===== src/rtl/sar_link_pkg.sv =====
package sar_link_pkg;
  localparam int FRAME_BITS = 16;
  localparam int DATA_BITS  = 12;

  typedef enum logic [1:0] {ST_WAKE, ST_IDLE, ST_FRAME, ST_QUIET} link_state_e;

  // control word: write flag, sequencer, channel, power=normal, range, coding
  function automatic logic [FRAME_BITS-1:0] build_ctl(input logic [1:0] chan,
                                                      input logic [1:0] seq,
                                                      input logic       rng,
                                                      input logic       twos);
    build_ctl = {1'b1, seq, chan, 2'b11, rng, twos, 7'd0};
  endfunction

  // result word must start with two zeros and carry the expected tag
  function automatic logic frame_bad(input logic [FRAME_BITS-1:0] word,
                                     input logic [1:0]            exp_chan);
    frame_bad = (word[15:14] != 2'b00) || (word[13:12] != exp_chan);
  endfunction
endpackage


===== src/rtl/sar_sclk_gen.sv =====
module sar_sclk_gen #(
  parameter int HALF_DIV = 7
) (
  input  logic clk,
  input  logic rst_n,
  input  logic run,
  output logic sclk,
  output logic fall_ev,
  output logic rise_ev
);
  localparam int CW = (HALF_DIV > 1) ? $clog2(HALF_DIV) : 1;
  localparam logic [CW-1:0] LAST = CW'(HALF_DIV - 1);

  logic [CW-1:0] cnt;
  logic          edge_due;

  assign edge_due = run && (cnt == LAST);
  assign fall_ev  = edge_due && sclk;
  assign rise_ev  = edge_due && !sclk;

  always_ff @(posedge clk or negedge rst_n) begin
    if (!rst_n) begin
      cnt  <= '0;
      sclk <= 1'b1;
    end else if (!run) begin
      cnt  <= '0;
      sclk <= 1'b1;
    end else if (edge_due) begin
      cnt  <= '0;
      sclk <= ~sclk;
    end else begin
      cnt <= cnt + CW'(1);
    end
  end

  // each toggle inside a running frame ends a full half period
  assert_half_period_R9: assert property (@(posedge clk) disable iff (!rst_n)
    (run && $past(run) && (sclk != $past(sclk))) |-> ($past(cnt) == LAST));
endmodule


===== src/rtl/sar_wait_timer.sv =====
module sar_wait_timer #(
  parameter int W       = 8,
  parameter int RST_VAL = 0
) (
  input  logic         clk,
  input  logic         rst_n,
  input  logic         load,
  input  logic [W-1:0] load_val,
  output logic         done
);
  logic [W-1:0] cnt;

  always_ff @(posedge clk or negedge rst_n) begin
    if (!rst_n)            cnt <= W'(RST_VAL);
    else if (load)         cnt <= load_val;
    else if (cnt != '0)    cnt <= cnt - W'(1);
  end

  assign done = (cnt == '0);
endmodule


===== src/rtl/sar_link_ctrl.sv =====
module sar_link_ctrl
  import sar_link_pkg::*;
#(
  parameter int SYS_MHZ  = 250,
  parameter int HALF_DIV = 7,
  parameter int QUIET_NS = 50,
  parameter int PWRUP_NS = 1000
) (
  input  logic        clk,
  input  logic        rst_n,
  input  logic        start,
  input  logic        cfg_continuous,
  input  logic        cfg_shutdown,
  input  logic [1:0]  cfg_chan,
  input  logic [1:0]  cfg_seq,
  input  logic        cfg_range,
  input  logic        cfg_twos,
  output logic        adc_sclk,
  output logic        adc_cs_n,
  output logic        adc_din,
  input  logic        adc_dout,
  output logic        out_valid,
  input  logic        out_ready,
  output logic [1:0]  out_chan,
  output logic [11:0] out_data,
  output logic        out_frame_err
);
  localparam int QUIET_CYC = (QUIET_NS * SYS_MHZ + 999) / 1000;
  localparam int PWRUP_CYC = (PWRUP_NS * SYS_MHZ + 999) / 1000;
  localparam int TMAX      = (PWRUP_CYC > QUIET_CYC) ? PWRUP_CYC : QUIET_CYC;
  localparam int TW        = $clog2(TMAX + 1);
  localparam int BW        = $clog2(FRAME_BITS + 1);

  // serial clock = SYS_MHZ / (2*HALF_DIV) MHz must lie in 10 kHz .. 20 MHz
  generate
    if (SYS_MHZ > 40 * HALF_DIV) begin : g_sclk_too_fast
      $error("serial clock divider gives more than 20 MHz");
    end
    if (HALF_DIV > 50 * SYS_MHZ) begin : g_sclk_too_slow
      $error("serial clock divider gives less than 10 kHz");
    end
  endgenerate

  link_state_e           state;
  logic                  cs_n_q;
  logic [FRAME_BITS-1:0] tx_sh;
  logic [FRAME_BITS-1:0] rx_sh;
  logic [BW-1:0]         bitcnt;
  logic                  dummy_q;
  logic                  asleep;
  logic                  start_pend;
  logic [1:0]            cur_chan;
  logic [1:0]            prev_chan;

  // named internal events
  logic          run;
  logic          fall_ev;
  logic          rise_ev;
  logic          frame_end;
  logic          launch;
  logic          wake_go;
  logic          tmr_load;
  logic [TW-1:0] tmr_val;
  logic          tmr_done;

  assign run       = (state == ST_FRAME);
  assign frame_end = rise_ev && (bitcnt == BW'(FRAME_BITS));
  assign wake_go   = (state == ST_IDLE) && !cfg_shutdown && asleep;
  assign launch    = (state == ST_IDLE) && !cfg_shutdown && !asleep &&
                     (dummy_q || ((start_pend || cfg_continuous) && !out_valid));
  assign tmr_load  = wake_go || frame_end;
  assign tmr_val   = wake_go ? TW'(PWRUP_CYC) : TW'(QUIET_CYC);

  sar_sclk_gen #(.HALF_DIV(HALF_DIV)) i_sclk (
    .clk(clk), .rst_n(rst_n), .run(run),
    .sclk(adc_sclk), .fall_ev(fall_ev), .rise_ev(rise_ev)
  );

  sar_wait_timer #(.W(TW), .RST_VAL(PWRUP_CYC)) i_wait (
    .clk(clk), .rst_n(rst_n), .load(tmr_load), .load_val(tmr_val), .done(tmr_done)
  );

  always_ff @(posedge clk or negedge rst_n) begin
    if (!rst_n) begin
      state      <= ST_WAKE;
      cs_n_q     <= 1'b1;
      tx_sh      <= '0;
      rx_sh      <= '0;
      bitcnt     <= '0;
      dummy_q    <= 1'b1;
      asleep     <= 1'b0;
      start_pend <= 1'b0;
      cur_chan   <= '0;
      prev_chan  <= '0;
    end else begin
      start_pend <= (start_pend && !(launch && !dummy_q)) || start;
      case (state)
        ST_WAKE: if (tmr_done) state <= ST_IDLE;
        ST_IDLE: begin
          if (cfg_shutdown) begin
            asleep <= 1'b1;
          end else if (asleep) begin
            asleep  <= 1'b0;
            dummy_q <= 1'b1;
            state   <= ST_WAKE;
          end else if (launch) begin
            cs_n_q   <= 1'b0;
            tx_sh    <= build_ctl(cfg_chan, cfg_seq, cfg_range, cfg_twos);
            cur_chan <= cfg_chan;
            bitcnt   <= '0;
            state    <= ST_FRAME;
          end
        end
        ST_FRAME: begin
          if (fall_ev) begin
            rx_sh  <= {rx_sh[FRAME_BITS-2:0], adc_dout};
            bitcnt <= bitcnt + BW'(1);
          end
          if (frame_end) begin
            cs_n_q    <= 1'b1;
            state     <= ST_QUIET;
            prev_chan <= cur_chan;
            dummy_q   <= 1'b0;
          end else if (rise_ev) begin
            tx_sh <= {tx_sh[FRAME_BITS-2:0], 1'b0};
          end
        end
        ST_QUIET: if (tmr_done) state <= ST_IDLE;
        default:  state <= ST_IDLE;
      endcase
    end
  end

  always_ff @(posedge clk or negedge rst_n) begin
    if (!rst_n) begin
      out_valid     <= 1'b0;
      out_chan      <= '0;
      out_data      <= '0;
      out_frame_err <= 1'b0;
    end else if (frame_end && !dummy_q) begin
      out_valid     <= 1'b1;
      out_data      <= rx_sh[DATA_BITS-1:0];
      out_chan      <= rx_sh[13:12];
      out_frame_err <= frame_bad(rx_sh, prev_chan);
    end else if (out_ready) begin
      out_valid <= 1'b0;
    end
  end

  assign adc_cs_n = cs_n_q;
  assign adc_din  = tx_sh[FRAME_BITS-1];

  assert_sclk_idle_high_R2: assert property (@(posedge clk) disable iff (!rst_n)
    adc_cs_n |-> adc_sclk);

  assert_frame_len_R2: assert property (@(posedge clk) disable iff (!rst_n)
    $rose(adc_cs_n) |-> ($past(bitcnt) == BW'(FRAME_BITS)));

  assert_quiet_done_R7: assert property (@(posedge clk) disable iff (!rst_n)
    $fell(adc_cs_n) |-> $past(tmr_done));

  assert_no_result_from_dummy_R6: assert property (@(posedge clk) disable iff (!rst_n)
    $rose(out_valid) |-> !$past(dummy_q));

  assert_launch_only_empty_R10: assert property (@(posedge clk) disable iff (!rst_n)
    ($fell(adc_cs_n) && !dummy_q) |-> !$past(out_valid));

  assert_hold_output_R10: assert property (@(posedge clk) disable iff (!rst_n)
    (out_valid && !out_ready) |=> (out_valid && $stable(out_data) &&
                                   $stable(out_chan) && $stable(out_frame_err)));
endmodule


===== config.mk =====
export PLATFORM = sky130hd
export DESIGN_NAME = sar_link_ctrl
export DESIGN_NICKNAME = d
export VERILOG_FILES = /design/src/rtl/sar_link_pkg.sv /design/src/rtl/sar_sclk_gen.sv /design/src/rtl/sar_wait_timer.sv /design/src/rtl/sar_link_ctrl.sv
export SDC_FILE = /design/constraint.sdc
export NUM_CORES = 1
export LEC_CHECK = 0
export BUFFER_PORTS_ARGS = -buffer_cell sky130_fd_sc_hd__buf_2
export CAP_MARGIN = 20
export CORE_MARGIN = 5
export CORE_UTILIZATION = 50
export CTS_CLUSTER_DIAMETER = 120
export CTS_CLUSTER_SIZE = 14
export DETAILED_ROUTE_END_ITERATION = 7
export PLACE_DENSITY = 0.74
export SYNTH_ARGS = -nofsm -noshare
export SYNTH_HDL_FRONTEND = slang
export SYNTH_SLANG_ARGS = --single-unit

===== constraint.sdc =====
create_clock -name clk -period 2.22 [get_ports clk]
set_input_delay 0 -clock clk [delete_from_list [all_inputs] [get_ports clk]]
set_output_delay 0 -clock clk [all_outputs]
set_load 0.05 [all_outputs]

==> results.txt, run 1 <==
First-pass iteration count of the detailed router = 4
Wire per inst = 14.38 µm
Fmax = 500.5 MHz
CP delay by family, top = simple AND/OR/NAND/NOR gates
Iter 0 DRT Violations = 101
Die H = 89.85 µm
Antenna cells = 0
P_leak = 1.923 nW
XOR/XNOR Fraction of Synth Area = 1.923%
Initial Utilization = 50.79%
Setup_tns = 0 ns
Global-route wire length before repair = 10780 µm
Detailed placer's ending HPWL = 4174 µm
Crit start category = register
Total Wirelength = 6067 µm
Worst Path Arrival = 2.22 ns
Fillers = 542
Reg2reg setup slack = 0.22 ns
Post-CTS Resized = 0
Core Footprint = 0.006277 mm²
Die W = 89.85 µm
H-tree Lvls = 3
Status = finished clean
Port Buf Inserts = 31
Pins Over Slew Limit = 0
Post-synthesis mux area share = 12.83%
Synth async-reset ratio = 100.0%
Syn Inst Count = 290
Final setup fails = 0
Fin crit period = 1.998 ns
Area growth syn-to-layout = 17.78%
Worst VDD drop = 0.4268 mV
CTS sink count = 68
Critical Path Most Common Cell = nand2b_1
Synth Area per Inst = 10.99 µm²
Final critical-path share of the clock period = 89.99%
Largest net degree at the start of global routing = 38
Worst path max stage delay = 0.41 ns
Simple-Gate Fraction of Synth Area = 16.99%
Post-synth EDFFs = 0
Synth area leaders = dfrtp_1, mux2_2, nand2_1
Ys Warns = 0
Synth top area share = 46.31%
Final Hold Fails = 0
Reg clk slew, reported paths = 0.07 ns
Max-slew headroom = 52.08%
Number of global-route vias before repair = 2286
CP Class = reg2reg
Largest family of logic cells by synthesized area = simple AND/OR/NAND/NOR gates
Vias per cell = 5.400
Synthesized flop and latch total = 68
WP data required = 2.44 ns
Clk Latency, worst-skew pair = 0.34 ns
Max-Cap Viols = 0
Power Density = 614.7 mW/mm²
Die area = 0.008073 mm²
RSZ-0062 raised after global routing = false
Max clock buf depth = 2
Worst setup EP type = register
Cts bufs inserted = 9
Hold WC Path Type = in2reg
Tightest Pin Transition = 0.7188 ns
I/O Pins = 32
# rows = 29
Synthesized cell area = 0.003188 mm²
Final GP Congestion = 0.8234
Max Clock Skew = 0.01012 ns
Remaining DRCs = 0
Hold WS = 0.02037 ns
Commonest non-fill, non-tap cell in the layout = nand2_1
Vias = 2279
Area leader, netlist = dfrtp_1
Initial antenna violation count = 0
Layout cells sized above 1 = 29.57%
Post-synthesis adder-cell area fraction = 3.532%
Worst Path Buf+Inv = 2
Post-synthesis compound-gate area fraction = 7.496%
Slowest cell on crit path = dfrtp_1
Design Power = 2.308 mW
GR Overflow Total = 0
Clock Tree Root = clkbuf_8
Count of cell types in the netlist = 48
Crit path max fanout = 9
Most used DFF post-synth = dfrtp_1
Net Count, Synth = 312
Antenna Nets Post-Route = 0
Total track usage = 16.29%
Nets = 362
Most frequent cells in the layout = nand2_1, dfrtp_1, mux2_2, buf_2, inv_1
CTS tree = built
Crit-path cells = inv_1 -> ha_1 -> buf_4 -> nand2b_1 -> o21ai_0 -> nand2b_1 -> mux2_2
Sequential-to-total area share from yosys stat = 53.73%
where the power goes:
part / internal (mW) / switching [mW] / total [mW]
Combinational: 0.0245 / 0.0315 / 0.0560
Sequential: 1.24 / 0.000000000000000112 / 1.24
Clock: 0.580 / 0.432 / 1.01
registers in the layout, summed over array words and instances, names as in the netlist:
signal and flops:
rx_sh 16, out_data 12, tx_sh 9, i_wait.cnt 8
bitcnt 5, i_sclk.cnt 3, cur_chan 2, out_chan 2
prev_chan 2, state 2, adc_cs_n 1, asleep 1
dummy_q 1, i_sclk.sclk 1, out_frame_err 1, out_valid 1
start_pend 1
logic make-up (layout without fill, tap and decap cells):
logic type                 count (synthesis)  after routing
adders and majority gates                  9              9
DFF                                       68             68
muxes                                     37             37
AOI/OAI and AO/OA                         37             37
xor gates and xnor gates                   7              7
buffers and inverters                     23             78
and+or+nand+nor                          109            109
worst paths after layout:
check / start / to / depth (start not counted)
worst max-delay path: state[0] / tx_sh[15] / 7
worst min-delay path: cfg_range / tx_sh[8] / 3
worst max register to register: state[0] / tx_sh[15] / 7
worst min register to register: i_sclk.cnt[0] / i_sclk.cnt[0] / 1
max in group asynchronous: rst_n / adc_cs_n / 3
min in group asynchronous: rst_n / tx_sh[8] / 2
cell usage after synthesis (2+ instances only):
| cell type | instances |
|---|---|
| nor4_1 | 2 |
| or4_1 | 3 |
| nand4_1 | 4 |
| xor2_1 | 5 |
| a21oi_1 | 9 |
| o2111ai_1 | 2 |
| mux2_2 | 31 |
| inv_1 | 13 |
| xnor2_1 | 2 |
| or3_1 | 4 |
| clkbuf_1 | 3 |
| nor2_1 | 10 |
| ha_1 | 9 |
| nand2_1 | 66 |
| dfrtp_1 | 59 |
| o21ai_0 | 11 |
| o22ai_1 | 2 |
| nand2b_1 | 7 |
| a21o_1 | 2 |
| mux2i_1 | 6 |
| dfstp_2 | 9 |
| buf_2 | 3 |
| nor3b_1 | 2 |
| nor2b_1 | 2 |
routing by layer:
layer / track usage [%] / up-vias / wire length [µm] / share of wire (%)
met5: 0 / - / 0 / 0
met4: 6.700 / 0 / 102 / 1.7
met3: 4.341 / 10 / 199 / 3.3
met2: 26.34 / 34 / 3030 / 50
met1: 20.72 / 1138 / 2735 / 45
li1: - / 1097 / - / -
timing repair:
item,in CTS,in global routing
endpoints found under the hold margin,37,0
hold buffers,8,0
setup buffers,0,0
worst reg2reg max path: cells and delay by family, from the launching register on:
family                     cells  cell delay (ns)
AOI/OAI and AO/OA              1             0.09
adders and majority gates      1             0.25
buffers and inverters          2             0.27
DFF                            1             0.41
muxes                          1             0.39
and+or+nand+nor                2             0.48
per-stage QoR:
stage | worst slack (ns) | utilization (%) | cells | area [µm²]
after global routing | 0.08564 | 59.82 | 422 | 3755
final | 0.2221 | 59.82 | 422 | 3755
after CTS | 0.2209 | 59.82 | 422 | 3755
after global placement | 0.2862 | 55.39 | 398 | 3477
after detailed placement | 0.2388 | 55.39 | 398 | 3477
after floorplan | 0.2417 | - | 290 | 3188
final cells by class:
type / count / area, µm² / area share [%]
clock buffer: 14 / 162.7 / 4.332
sequential: 68 / 1713 / 45.62
tap: 77 / 96.34 / 2.566
multi-input combinational: 199 / 1364 / 36.32
inverter: 13 / 48.80 / 1.300
timing repair buffer: 49 / 335.3 / 8.930
clock inverter: 2 / 35.03 / 0.9330
(Power assumes the default switching activity.)
==> run 2, diff against run 1 <==
- ABC_AREA: unset -> 1
- clock period: 2.22 -> 2.56 ns (I/O delays scaled with it)
==> results.txt, run 2 <==
Crit start category = register
Clk Latency, worst-skew pair = 0.35 ns
Multi-input gate area = 0.001175 mm²
Die W = 88.75 µm
Largest net degree at the start of global routing = 39
Reg clk slew, reported paths = 0.08 ns
Synth Area per Inst = 9.039 µm²
P_leak = 1.803 nW
Top Registers = rx_sh x16, out_data x12, tx_sh x9
Power Density = 908.7 mW/mm²
Synthesized cell area = 0.003100 mm²
Synth top area share = 47.62%
Total Wirelength = 5975 µm
Final setup fails = 0
Hold WC Path Type = in2reg
Global-route wire length before repair = 10470 µm
Worst setup EP type = register
CP Class = reg2reg
I/O Pins = 32
Fillers = 490
Final Hold Fails = 0
Tightest Pin Transition = 0.8503 ns
Cts bufs inserted = 9
Port Buf Inserts = 31
Most used DFF post-synth = dfrtp_1
# rows = 28
Max reg flops = 16
Antenna Nets Post-Route = 0
Crit path max fanout = 30
Synth top cells by count = nand2_1, dfrtp_1, inv_1
Final critical-path share of the clock period = 79.65%
Sequential-to-total area share from yosys stat = 55.25%
GR Overflow Total = 0
Total track usage = 17.54%
Synthesized flop and latch total = 68
Finished Core Util = 61.19%
Worst Path Arrival = 2.24 ns
Post-CTS Setup Bufs = 0
Most frequent cells in the layout = nand2_1, dfrtp_1, inv_1, o21ai_0, buf_2
Clock Tree Root = clkbuf_8
Remaining DRCs = 0
Net Count, Synth = 365
Status = finished clean
WP data required = 2.76 ns
Final GP Congestion = 0.8101
Biggest register = rx_sh
Count of cell types in the netlist = 28
Core Footprint = 0.005991 mm²
Wire per inst = 12.71 µm
Die H = 88.75 µm
CTS tree = built
First-pass iteration count of the detailed router = 4
Synth async-reset ratio = 100.0%
Fin crit period = 2.039 ns
Layout cells sized above 1 = 20.76%
FF/Latch Area = 0.001713 mm²
RSZ-0062 raised after global routing = false
Syn Inst Count = 343
Max-Cap Viols = 0
Setup ws final = 0.5210 ns
Antenna cells = 0
Die area = 0.007876 mm²
Iter 0 DRT Violations = 84
Number of global-route vias before repair = 2292
Fmax = 490.4 MHz
Max Clock Skew = 0.009765 ns
Setup_tns = 0 ns
Nets = 412
Area leader, netlist = dfrtp_1
Dpl ws = 0.5563 ns
Top-count cell post-synth = nand2_1
Max-slew headroom = 43.31%
Vias = 2320
H-tree Lvls = 3
CTS sink count = 68
Max clock buf depth = 2
Initial Utilization = 51.75%
Initial antenna violation count = 0
Synth area leaders = dfrtp_1, nand2_1, dfstp_2
Vias per cell = 4.936
Area growth syn-to-layout = 18.24%
Detailed placer's ending HPWL = 4108 µm
Worst VDD drop = 0.6046 mV
Pins Over Slew Limit = 0
Post-synth EDFFs = 0
Commonest non-fill, non-tap cell in the layout = nand2_1
Ys Warns = 0
==> run 2: worst max-delay path, cell delays in order, from the launching register on <==
cell and delay, ns:
dfrtp_1 0.42, inv_1 0.07, ha_1 0.26, nand2_1 0.09
nor2_2 0.15, nand2_4 0.10, nor2_1 0.14, inv_1 0.38
nand2_1 0.19, o21ai_1 0.09
==> run 2: power by group <==
| group | switching (mW) | total, mW | internal (mW) | leakage, nW |
|---|---|---|---|---|
| Sequential | 0.120 | 1.42 | 1.30 | 0.879 |
| Combinational | 0.593 | 0.923 | 0.330 | 0.814 |
| Clock | 0.431 | 0.984 | 0.553 | 0.110 |
| Total | 1.14 | 3.33 | 2.19 | 1.80 |
==> run 2: area by class of cell <==
cell class                 count  area share (%)
sequential                    68           46.72
multi-input combinational    223           32.05
timing repair buffer          45           8.191
inverter                      43           4.403
clock buffer                   9           3.379
clock inverter                 7           2.696
tap                           75           2.560
==> run 2: logic make-up (layout without fill, tap and decap cells) <==
| group | after synthesis | after routing | synth area share [%] |
|---|---|---|---|
| buffers and inverters | 52 | 104 | 6.861 |
| DFF | 68 | 68 | 55.25 |
| and+or+nand+nor | 134 | 134 | 18.20 |
| adders and majority gates | 9 | 9 | 3.632 |
| AOI/OAI and AO/OA | 66 | 66 | 11.95 |
| muxes | 4 | 4 | 1.291 |
| xor gates and xnor gates | 10 | 10 | 2.825 |
==> run 2: per-stage QoR <==
stage / std cells / power (mW) / area, µm² / hold WS [ns]
after detailed placement: 443 / 2.346 / 3333 / 0.1544
after global placement: 443 / 2.318 / 3333 / 0.1498
after CTS: 470 / 3.357 / 3666 / 0.2030
final: 470 / 3.331 / 3666 / 0.2023
after floorplan: 343 / 2.155 / 3100 / -0.2956
after global routing: 470 / 3.566 / 3666 / 0.2612
==> run 2: repair_timing <==
item	in CTS	in global routing
hold buffers	11	0
gates resized for setup	0	0
endpoints found under the hold margin	46	0
==> run 2: final timing paths <==
path / start / to / slack, ns / cells past startpoint
setup / recovery: state[0] / out_chan[0] / 0.52 / 9
hold / removal: cfg_continuous / cur_chan[1] / 0.20 / 6
setup reg to reg: state[0] / out_chan[0] / 0.52 / 9
hold reg to reg: i_sclk.cnt[0] / i_sclk.cnt[0] / 0.47 / 1
max in group asynchronous: rst_n / i_wait.cnt[6] / 1.55 / 3
min in group asynchronous: rst_n / tx_sh[14] / 0.30 / 2
==> run 2: routing by layer <==
layer	up-vias	track usage, %	part of all wire, %
met1	1083	23.65	46
met4	0	7.418	2.0
met2	44	27.19	48
met5	-	0	0
li1	1182	-	-
met3	11	4.190	3.7
==> run 3, diff against run 2 <==
- PLACE_DENSITY: 0.74 -> 0.77
- clock period: 2.56 -> 1.7 ns (I/O delays scaled with it)
==> results.txt, run 3 (same netlist as run 2, synthesis figures left out) <==
Max clock buf depth = 2
Fin cells = 485
Area growth syn-to-layout = 22.60%
Total track usage = 17.87%
Antenna Nets Post-Route = 0
First-pass iteration count of the detailed router = 4
Clock Tree Root = clkbuf_8
Worst Path Arrival = 1.84 ns
Port Buf Inserts = 31
GR Overflow Total = 0
Post-placement cell count = 454
CTS sink count = 68
Max Clock Skew = 0.01232 ns
Biggest register = rx_sh
Commonest non-fill, non-tap cell in the layout = nand2_1
Most frequent cells in the layout = nand2_1, dfrtp_1, inv_1, buf_2, o21ai_0
CTS tree = built
Reg clk slew, reported paths = 0.08 ns
Top Registers = rx_sh x16, out_data x12, tx_sh x9
Crit path max fanout = 30
Max-slew headroom = 68.55%
Max reg flops = 16
Fin crit period = 1.609 ns
I/O Pins = 32
Setup_tns = 0 ns
Cts bufs inserted = 9
Hold WC Path Type = in2async
Worst setup EP type = register
Clk Latency, worst-skew pair = 0.35 ns
Initial antenna violation count = 0
Iter 0 DRT Violations = 110
Nets = 427
Tightest Pin Transition = 0.4717 ns
CP Class = reg2reg
Global-route wire length before repair = 10880 µm
Max-Cap Viols = 0
Largest net degree at the start of global routing = 50
Vias = 2434
Pins Over Slew Limit = 0
WP data required = 1.93 ns
Detailed placer's ending HPWL = 4238 µm
Fmax = 621.7 MHz
Layout cells sized above 1 = 24.39%
Total Wirelength = 6226 µm
Die W = 88.75 µm
Final Hold Fails = 0
Vias per cell = 5.019
P_leak = 1.880 nW
Remaining DRCs = 0
Core Footprint = 0.005991 mm²
Hold WS = 0.1457 ns
Crit start category = register
H-tree Lvls = 3
Final setup fails = 0
Die area = 0.007876 mm²
Final critical-path share of the clock period = 94.62%
Wire per inst = 12.84 µm
Power Density = 1339 mW/mm²
Die H = 88.75 µm
Number of global-route vias before repair = 2416
Finished Core Util = 63.45%
# rows = 28
Initial Utilization = 51.75%
Final GP Congestion = 0.8585
Worst VDD drop = 1.025 mV
Antenna cells = 0
Status = finished clean
run 3: cell count changes in the layout (fill, tap and decap cells not counted), sizes merged:
cell / previous run / this run
buf: 34 / 48
clkinv: 3 / 0
inv: 44 / 47
bufinv: 2 / 1
clkinvlp: 1 / 2
nand2: 90 / 91
run 3: worst paths after layout:
path,start,endpoint,depth (start not counted),slack (ns)
worst max-delay path,i_sclk.cnt[0],out_data[9],10,0.09
worst min-delay path,rst_n,bitcnt[0],2,0.15
worst max register to register,i_sclk.cnt[0],out_data[9],10,0.09
worst min register to register,tx_sh[7],tx_sh[7],2,0.48
max in group asynchronous,rst_n,i_sclk.sclk,3,0.89
min in group clk,cfg_continuous,adc_cs_n,6,0.21
run 3: power by group:
group / total (mW) / switching, mW / leakage (nW) / internal (mW)
combinational: 1.56 / 0.962 / 0.903 / 0.602
clock: 1.38 / 0.683 / 0.0973 / 0.698
sequential: 2.15 / 0.182 / 0.879 / 1.96
total: 5.09 / 1.83 / 1.88 / 3.26
run 3: layout make-up:
cell class	count	area [µm²]
flip-flops and latches	68	1713
multi-input cells	224	1199
clock buffers	9	123.9
repair buffers	59	430.4
fillers	486	2190
clock inverters	7	80.08
inverters	43	161.4
well taps	75	93.84
run 3: worst max-delay path, stage by stage, from the launching register on:
cell and delay [ns]:
dfrtp_1 0.41, inv_1 0.07, ha_1 0.17, nand2_1 0.10, nor2_2 0.16, nand2_4 0.09, nor2_2 0.14, inv_1 0.09
buf_12 0.16, nand2_1 0.06, o21ai_1 0.06
run 3: routing by layer:
metal / wire (µm) / track usage (%)
met5: 0 / 0
met4: 68 / 5.632
met3: 254 / 5.028
met2: 3109 / 28.54
met1: 2794 / 23.65
run 3: metrics by stage:
| stage | cell area [µm²] | setup WS [ns] | total power [mW] |
|---|---|---|---|
| 2_1_floorplan | 3100 | 0.07068 | 3.245 |
| 3_3_place_gp | 3441 | 0.07060 | 3.545 |
| 3_5_place_dp | 3441 | 0.01056 | 3.624 |
| 4_1_cts | 3766 | 0.005431 | 5.068 |
| 5_1_grt | 3801 | -0.05689 | 5.440 |
| 6_report | 3801 | 0.09144 | 5.089 |
run 3: repair_timing:
| item | in CTS | in global routing |
|---|---|---|
| cloned | 1 | 0 |
| buffers inserted | 0 | 3 |
| resized for setup | 1 | 5 |
| endpoints found under the hold margin | 30 | 0 |
| pin swaps | 2 | 3 |
| endpoints found under the setup margin | 1 | 33 |
| hold buffers | 11 | 0 |
